## config.mk

```make
export PLATFORM = sky130hd
export DESIGN_NAME = mbx_regbank
export DESIGN_NICKNAME = d
export VERILOG_FILES = /design/src/rtl/mbx_pkg.sv /design/src/rtl/mbx_lane_decode.sv /design/src/rtl/mbx_store_cell.sv /design/src/rtl/mbx_read_mux.sv /design/src/rtl/mbx_regbank.sv
export SDC_FILE = /design/constraint.sdc
export NUM_CORES = 1
export LEC_CHECK = 0
export ABC_AREA = 1
export BUFFER_PORTS_ARGS = -buffer_cell sky130_fd_sc_hd__buf_4
export CAP_MARGIN = 20
export CELL_PAD_IN_SITES_DETAIL_PLACEMENT = 1
export CELL_PAD_IN_SITES_GLOBAL_PLACEMENT = 1
export CORE_ASPECT_RATIO = 0.75
export CORE_UTILIZATION = 44
export CTS_BUF_LIST = sky130_fd_sc_hd__clkbuf_16
export CTS_CLUSTER_DIAMETER = 30
export DETAILED_ROUTE_END_ITERATION = 6
export PLACE_DENSITY_LB_ADDON = 0.1
export SLEW_MARGIN = 20
export SYNTH_ARGS = -nofsm -noshare
export SYNTH_HDL_FRONTEND = slang
export SYNTH_SLANG_ARGS = --single-unit
```

## constraint.sdc

```tcl
create_clock -name clk -period 1.15 [get_ports clk]
set_input_delay 0.115 -clock clk [delete_from_list [all_inputs] [get_ports clk]]
set_output_delay 0.115 -clock clk [all_outputs]
set_load 0.03 [all_outputs]
```

## src/rtl/mbx_pkg.sv

```systemverilog
package mbx_pkg;

    localparam int DATA_W   = 32;
    localparam int NCELL    = 4;
    localparam int IDX_W    = 4;
    localparam logic [DATA_W-1:0] WORD_MARK = 32'hF000_0102;
    localparam logic [DATA_W-1:0] HALF_MARK = 32'h0000_0102;
    localparam int CTRL_BIT = 8;

    typedef enum logic [1:0] {
        SZ_BYTE = 2'b00,
        SZ_HALF = 2'b01,
        SZ_WORD = 2'b10,
        SZ_RSVD = 2'b11
    } acc_size_e;

    typedef enum logic [2:0] {
        MD_STORE,
        MD_SET,
        MD_CLEAR,
        MD_BIT8,
        MD_ZERO,
        MD_NONE
    } reg_mode_e;

    typedef struct packed {
        logic [DATA_W-1:0] val;
    } cell_t;

    typedef struct packed {
        logic [DATA_W-1:0] rdata;
    } rd_state_t;

    // index of each storage cell and its write rule
    function automatic logic [IDX_W-1:0] cell_index(input int slot);
        case (slot)
            0:       return 4'd0;
            1:       return 4'd2;
            2:       return 4'd3;
            default: return 4'd4;
        endcase
    endfunction

    function automatic reg_mode_e cell_mode(input int slot);
        case (slot)
            0:       return MD_STORE;
            1:       return MD_SET;
            2:       return MD_CLEAR;
            default: return MD_BIT8;
        endcase
    endfunction

endpackage

```

## src/rtl/mbx_lane_decode.sv

```systemverilog
module mbx_lane_decode
    import mbx_pkg::*;
(
    input  logic [1:0]        low_addr,
    input  logic [1:0]        size,
    output logic [DATA_W-1:0] bit_mask
);
    localparam int NLANE = DATA_W / 8;

    logic [NLANE-1:0] lanes;

    always_comb begin
        unique case (acc_size_e'(size))
            SZ_BYTE: lanes = NLANE'(1) << low_addr;
            SZ_HALF: lanes = low_addr[1] ? 4'b1100 : 4'b0011;
            SZ_WORD: lanes = '1;
            default: lanes = '0;
        endcase
    end

    for (genvar g = 0; g < NLANE; g++) begin : g_lane
        assign bit_mask[8*g +: 8] = {8{lanes[g]}};
    end

endmodule

```

## src/rtl/mbx_store_cell.sv

```systemverilog
module mbx_store_cell
    import mbx_pkg::*;
#(
    parameter reg_mode_e         MODE = MD_STORE,
    parameter logic [DATA_W-1:0] INIT = '0
) (
    input  logic              clk,
    input  logic              rst_n,
    input  logic              wr_en,
    input  logic              byte_acc,
    input  logic [DATA_W-1:0] lane_bits,
    input  logic [DATA_W-1:0] wr_data,
    output logic [DATA_W-1:0] value
);
    cell_t cell_d, cell_q;

    always_comb begin
        cell_d = cell_q;
        if (wr_en) begin
            case (MODE)
                MD_STORE: cell_d.val = (cell_q.val & ~lane_bits) | (wr_data & lane_bits);
                MD_SET:   cell_d.val = cell_q.val | (wr_data & lane_bits);
                MD_CLEAR: cell_d.val = cell_q.val & ~(wr_data & lane_bits);
                MD_BIT8: begin
                    if (byte_acc) begin
                        if (!wr_data[CTRL_BIT]) cell_d.val[CTRL_BIT] = 1'b0;
                    end else if (lane_bits[CTRL_BIT]) begin
                        cell_d.val[CTRL_BIT] = wr_data[CTRL_BIT];
                    end
                end
                default: ;
            endcase
        end
    end

    always_ff @(posedge clk or negedge rst_n) begin
        if (!rst_n) cell_q.val <= INIT;
        else        cell_q     <= cell_d;
    end

    assign value = cell_q.val;

    if (MODE == MD_SET) begin : g_chk_set
        a_r3_set_only_grows: assert property (@(posedge clk) disable iff (!rst_n)
            wr_en |=> ((value & $past(value)) == $past(value)));
    end
    if (MODE == MD_CLEAR) begin : g_chk_clr
        a_r4_clear_only_shrinks: assert property (@(posedge clk) disable iff (!rst_n)
            wr_en |=> ((value & ~$past(value)) == '0));
    end
    if (MODE == MD_BIT8) begin : g_chk_bit8
        a_r6_byte_never_sets: assert property (@(posedge clk) disable iff (!rst_n)
            (wr_en && byte_acc) |=> !(value[CTRL_BIT] && !$past(value[CTRL_BIT])));
        a_r5_only_bit8: assert property (@(posedge clk) disable iff (!rst_n)
            wr_en |=> ((value & ~(DATA_W'(1) << CTRL_BIT)) == '0));
    end

endmodule

```

## src/rtl/mbx_read_mux.sv

```systemverilog
module mbx_read_mux
    import mbx_pkg::*;
(
    input  logic [IDX_W-1:0]             idx,
    input  logic [1:0]                   size,
    input  logic [NCELL-1:0][DATA_W-1:0] cells,
    output logic [DATA_W-1:0]            rd_word
);
    logic [DATA_W-1:0] raw;
    logic              is_mark;

    always_comb begin
        raw     = '0;
        is_mark = 1'b0;
        for (int s = 0; s < NCELL; s++) begin
            if (idx == cell_index(s)) begin
                raw     = cells[s];
                is_mark = (cell_mode(s) == MD_BIT8);
            end
        end
    end

    always_comb begin
        rd_word = raw;
        if (is_mark) begin
            if (acc_size_e'(size) == SZ_WORD)      rd_word = raw | WORD_MARK;
            else if (acc_size_e'(size) == SZ_HALF) rd_word = raw | HALF_MARK;
        end
        if (acc_size_e'(size) == SZ_RSVD) rd_word = '0;
    end

endmodule

```

## src/rtl/mbx_regbank.sv

```systemverilog
module mbx_regbank
    import mbx_pkg::*;
#(
    parameter int                ADDR_W     = 32,
    parameter logic [ADDR_W-1:0] BASE_ADDR  = 32'h1000_F200,
    parameter logic [ADDR_W-1:0] ADDR_MASK  = 32'hFFFF_FF0F,
    parameter logic [31:0]       CLEAR_INIT = 32'h0
) (
    input  logic              clk,
    input  logic              rst_n,
    input  logic [ADDR_W-1:0] bus_addr,
    input  logic              bus_wr,
    input  logic              bus_rd,
    input  logic [1:0]        bus_size,
    input  logic [31:0]       bus_wdata,
    output logic [31:0]       bus_rdata
);
    localparam int IDX_LSB = 4;

    logic                         hit;
    logic [IDX_W-1:0]             idx;
    logic [DATA_W-1:0]            lane_bits;
    logic [NCELL-1:0][DATA_W-1:0] cells;
    logic [DATA_W-1:0]            rd_word;
    rd_state_t                    st_d, st_q;

    assign hit = ((bus_addr & ADDR_MASK) == BASE_ADDR);
    assign idx = bus_addr[IDX_LSB +: IDX_W];

    mbx_lane_decode u_lanes (
        .low_addr (bus_addr[1:0]),
        .size     (bus_size),
        .bit_mask (lane_bits)
    );

    for (genvar s = 0; s < NCELL; s++) begin : g_cell
        mbx_store_cell #(
            .MODE (cell_mode(s)),
            .INIT ((cell_mode(s) == MD_CLEAR) ? CLEAR_INIT : 32'h0)
        ) u_cell (
            .clk       (clk),
            .rst_n     (rst_n),
            .wr_en     (bus_wr && hit && (idx == cell_index(s))),
            .byte_acc  (acc_size_e'(bus_size) == SZ_BYTE),
            .lane_bits (lane_bits),
            .wr_data   (bus_wdata),
            .value     (cells[s])
        );
    end

    mbx_read_mux u_rmux (
        .idx     (idx),
        .size    (bus_size),
        .cells   (cells),
        .rd_word (rd_word)
    );

    always_comb begin
        st_d = st_q;
        if (bus_rd) st_d.rdata = hit ? rd_word : '0;
    end

    always_ff @(posedge clk or negedge rst_n) begin
        if (!rst_n) st_q <= '0;
        else        st_q <= st_d;
    end

    assign bus_rdata = st_q.rdata;

    a_r11_rdata_holds: assert property (@(posedge clk) disable iff (!rst_n)
        !bus_rd |=> $stable(bus_rdata));
    a_r1_miss_no_write: assert property (@(posedge clk) disable iff (!rst_n)
        (bus_wr && !hit) |=> $stable(cells));
    a_r10_rsvd_no_write: assert property (@(posedge clk) disable iff (!rst_n)
        (bus_wr && bus_size == 2'b11) |=> $stable(cells));
    a_r8_zero_reg_reads_0: assert property (@(posedge clk) disable iff (!rst_n)
        (bus_rd && hit && idx == 4'd6) |=> (bus_rdata == '0));
    a_r8_zero_reg_no_write: assert property (@(posedge clk) disable iff (!rst_n)
        (bus_wr && idx == 4'd6) |=> $stable(cells));
    a_r7_word_mark: assert property (@(posedge clk) disable iff (!rst_n)
        (bus_rd && hit && idx == 4'd4 && bus_size == 2'b10)
            |=> ((bus_rdata & WORD_MARK) == WORD_MARK));

endmodule

```

==> impl_summary.log <==
INFO  metric ys_ff_latch = ~130
INFO  metric drt_drc_violations_left = 0
INFO  metric wire_length_of_the_first_global_routing_pass = 33,000 um
INFO  metric antenna_violating_nets_remaining = 0
INFO  metric achievable-frequency = 834 MHz
INFO  metric clkSlewWorstSetupHoldPaths = ~0.06 ns
INFO  metric leakage_dissipation = 4.61 nW
INFO  metric power.density = approximately 1300 nW/um2
INFO  metric setup.worst_path.start_class = primary input
INFO  metric detailroute.via_count = 6,304
INFO  metric final-hold-violation-count = 0
INFO  metric worst_setup_path_end_kind = flip-flop
INFO  metric flow.area_growth_from_synthesis = 42.7%
INFO  metric fin_ws = -0.0497 ns
INFO  metric grt_start_max_net_pins = 54
INFO  metric drt-initial-drc-count = approximately 540
INFO  metric switching_power = 2.54 mW
INFO  metric boundaryPins = between 100 and 150
INFO  metric run_status = complete, but fails checks
INFO  metric totalWireLength = between 20,000 and 25,000 um
INFO  metric criticalPathCategory = primary input to flip-flop
INFO  metric final.fill_count = between 1,500 and 2,000
INFO  metric grt_overflow_total = 0
INFO  metric netSwitchingFraction = a little under a quarter
INFO  metric cts_htree_levels = 4
INFO  metric start_util = a little under half
INFO  metric vdd_drop_max = ~1200 uV
INFO  metric dp_cells = about 1,100
INFO  metric x_dimension_of_the_die = approximately 140 um
INFO  metric clockBufferDepth = 2
INFO  metric diodes = 0
INFO  metric die_height = between 100 and 150 um
INFO  metric setup_tns = -0.695 ns
INFO  metric gp_congestion = 0.835
INFO  metric worstPathRequired = around 1.5 ns
INFO  metric hpwlAfterDp = 13,100 um
INFO  metric pwr-share-comb = 8.9%
INFO  metric worst-slew-pin-transition = about 0.45 ns
INFO  metric final_standard_cell_count_with_taps_included_and_fillers_excluded = ~1,100
INFO  metric timing_max_transition_violations_final = 0
INFO  metric mappedNetlistArea = ~6000 um2
INFO  metric design.final.nets = slightly above 1,000
INFO  metric cpMostUsedCell = sky130_fd_sc_hd__nand2_1
INFO  metric antenna_found_initial = 0
INFO  metric final-setup-viol-count = 29
INFO  metric syn_nets = around 840
INFO  metric seq_power_share = a little over two fifths
INFO  metric core_area = about 13,000 um2
INFO  metric cts_tree = done
INFO  metric min_period = 1.20 ns
INFO  metric postSynthAreaPerCell = 7.76 um2
INFO  metric route.detailed.vias_per_inst = 5.59
INFO  metric num_rows = 36
INFO  metric period_share = 104%
INFO  metric floorplan.die_area = between 10,000 and 15,000 um2
INFO  metric critical_path_peak_fanout = 7
INFO  metric cts-root-buf = sky130_fd_sc_hd__clkbuf_16
INFO  metric fin_skew = 0.00962 ns
INFO  metric grt.total_usage = between 30% and 40%
INFO  metric slew_headroom = 69.9%
INFO  metric worstSkewPairLatency = ~0.43 ns
INFO  metric synth-seq-area-share = 54.1%
INFO  metric share_clk_of_total_power = between 40% and 50%
INFO  metric first_global_vias = around 6,500
INFO  metric hold_class = primary input to flip-flop
INFO  metric detail_route.wl_per_cell = 21.8 um
INFO  metric worstPathCellList = buf_4 > nor2_4 > nand2_1 > nor2_1 > nand2_1 > nor2_4 > nand2_2 > nor2_4 > buf_12 > clkbuf_16 > nand2_1 > nand2_1
INFO  metric fin_total_pwr = 10.8 mW
INFO  metric placement.io_buffers = between 100 and 150
INFO  metric first_pass_iters = 5
INFO  metric numCtsBuffers = 17
INFO  metric number_of_warnings_printed_during_yosys_synthesis = 0
INFO  metric synthesis.instances = about 770
INFO  metric final_layout_size_suffix_gt1_share = 24.2%
INFO  metric yosysUniqueCellTypes = 18
INFO  metric timing.critical_path.slowest_stage_cell = sky130_fd_sc_hd__nor2_4
INFO  metric critical_path_arrival = around 1.6 ns
INFO  metric p_int = roughly 8.3 mW
INFO  metric cap_viol_max_count = 0
INFO  metric cp_slowest_stage_delay = 0.23 ns
INFO  metric failed_checks = setup timing
INFO  metric clkSinkCount = 129
==> power by group through the flow <==
| stage | registers, mW | clock network [mW] | logic, mW |
|---|---|---|---|
| after CTS | 4.54 | 5.24 | 0.898 |
| final | 4.54 | 5.30 | 0.958 |
| after floorplan | 4.62 | 0 | 0.236 |
| after global placement | 4.62 | 0 | 0.778 |
| after detailed placement | 4.62 | 0 | 0.810 |
| after global routing | 4.54 | 5.49 | 1.02 |
==> through the flow <==
| stage | area [um2] | setup WS (ns) | hold WS [ns] | utilization (%) |
|---|---|---|---|---|
| 6_report | 8510 | -0.0497 | 0.00551 | 64.9 |
| 5_1_grt | 8510 | -0.120 | 0.00371 | 64.9 |
| 4_1_cts | 8210 | 0.0135 | 0.00350 | 62.7 |
| 3_5_place_dp | 7390 | -0.380 | 0.00471 | 56.4 |
| 3_3_place_gp | 7390 | -0.292 | 0.00134 | 56.4 |
| 2_1_floorplan | 5970 | -0.0112 | -0.181 | - |
==> cells in the mapped netlist, drive strengths merged <==
library cell	instances	area, um2
nor2	98	385
dfrtp	129	3230
a21oi	1	5.00
clkbuf	14	52.6
buf	18	95.1
nand3b	2	15.0
inv	64	240
nand2	331	1240
nand3	33	165
o21bai	31	233
o21ai	3	15.0
nand4	45	288
==> path summary, 6_finish.rpt <==
check	slack [ns]	from	depth (start not counted)	to
worst min-delay path	0.006	bus_wdata[14]	3	flip-flop
worst min register to register	0.48	flip-flop	2	flip-flop
worst max-delay path	-0.05	bus_addr[17]	12	bus_rdata[3]
max in group asynchronous	0.46	rst_n	3	g_cell[1].u_cell.value[23]
worst max register to register	0.08	g_cell[2].u_cell.value[29]	6	bus_rdata[29]
min in group asynchronous	0.12	rst_n	2	g_cell[2].u_cell.value[7]
==> logic make-up after synthesis <==
kind of cell,Yosys count,synth area share [%]
flops,129,54.1
simple gates,509,35.2
compound gates,35,4.24
buf+inv,96,6.50
==> final cells by class <==
class	instances	area, um2	share of cell area (%)
inverter	64	240	2.82
clock inverter	12	130	1.53
clock buffer	17	425	5.00
timing repair buffer	190	1800	21.1
tap	171	214	2.51
multi-input combinational	544	2480	29.1
sequential	129	3230	37.9
==> worst max-delay path: cells and delay by family <==
kind                   cells  cell delay (ns)
buffers and inverters      3             0.43
and+or+nand+nor            9             1.03
==> metal layers <==
layer / global-route usage [%] / wire length (um) / up-vias
li1: - / - / 2759
met1: 38.1 / 9990 / 3186
met2: 55.3 / 12200 / 278
met3: 6.00 / 1400 / 81
met4: 14.0 / 939 / 0
met5: 0 / 0 / -
==> placed cells by master (no fill, tap or decap), types with 21 or more instances in the layout <==
cell,Yosys,routed
sky130_fd_sc_hd__nand2_1,330,313
sky130_fd_sc_hd__buf_4,2,137
sky130_fd_sc_hd__dfrtp_1,129,129
sky130_fd_sc_hd__nor2_1,95,82
sky130_fd_sc_hd__inv_1,62,60
sky130_fd_sc_hd__nand4_1,44,44
sky130_fd_sc_hd__nand3_1,33,32
sky130_fd_sc_hd__o21bai_1,31,30
sky130_fd_sc_hd__dlygate4sd3_1,0,27
sky130_fd_sc_hd__clkbuf_16,0,21
==> timing repair <==
action / 4_1_cts / 5_1_grt
setup buffers: 0 / 5
hold buffers: 27 / 0
hold endpoints to repair: 156 / 0
gates resized for setup: 0 / 46
setup endpoints to repair: 0 / 119
Note: power is estimated with default switching activity, not from simulation.
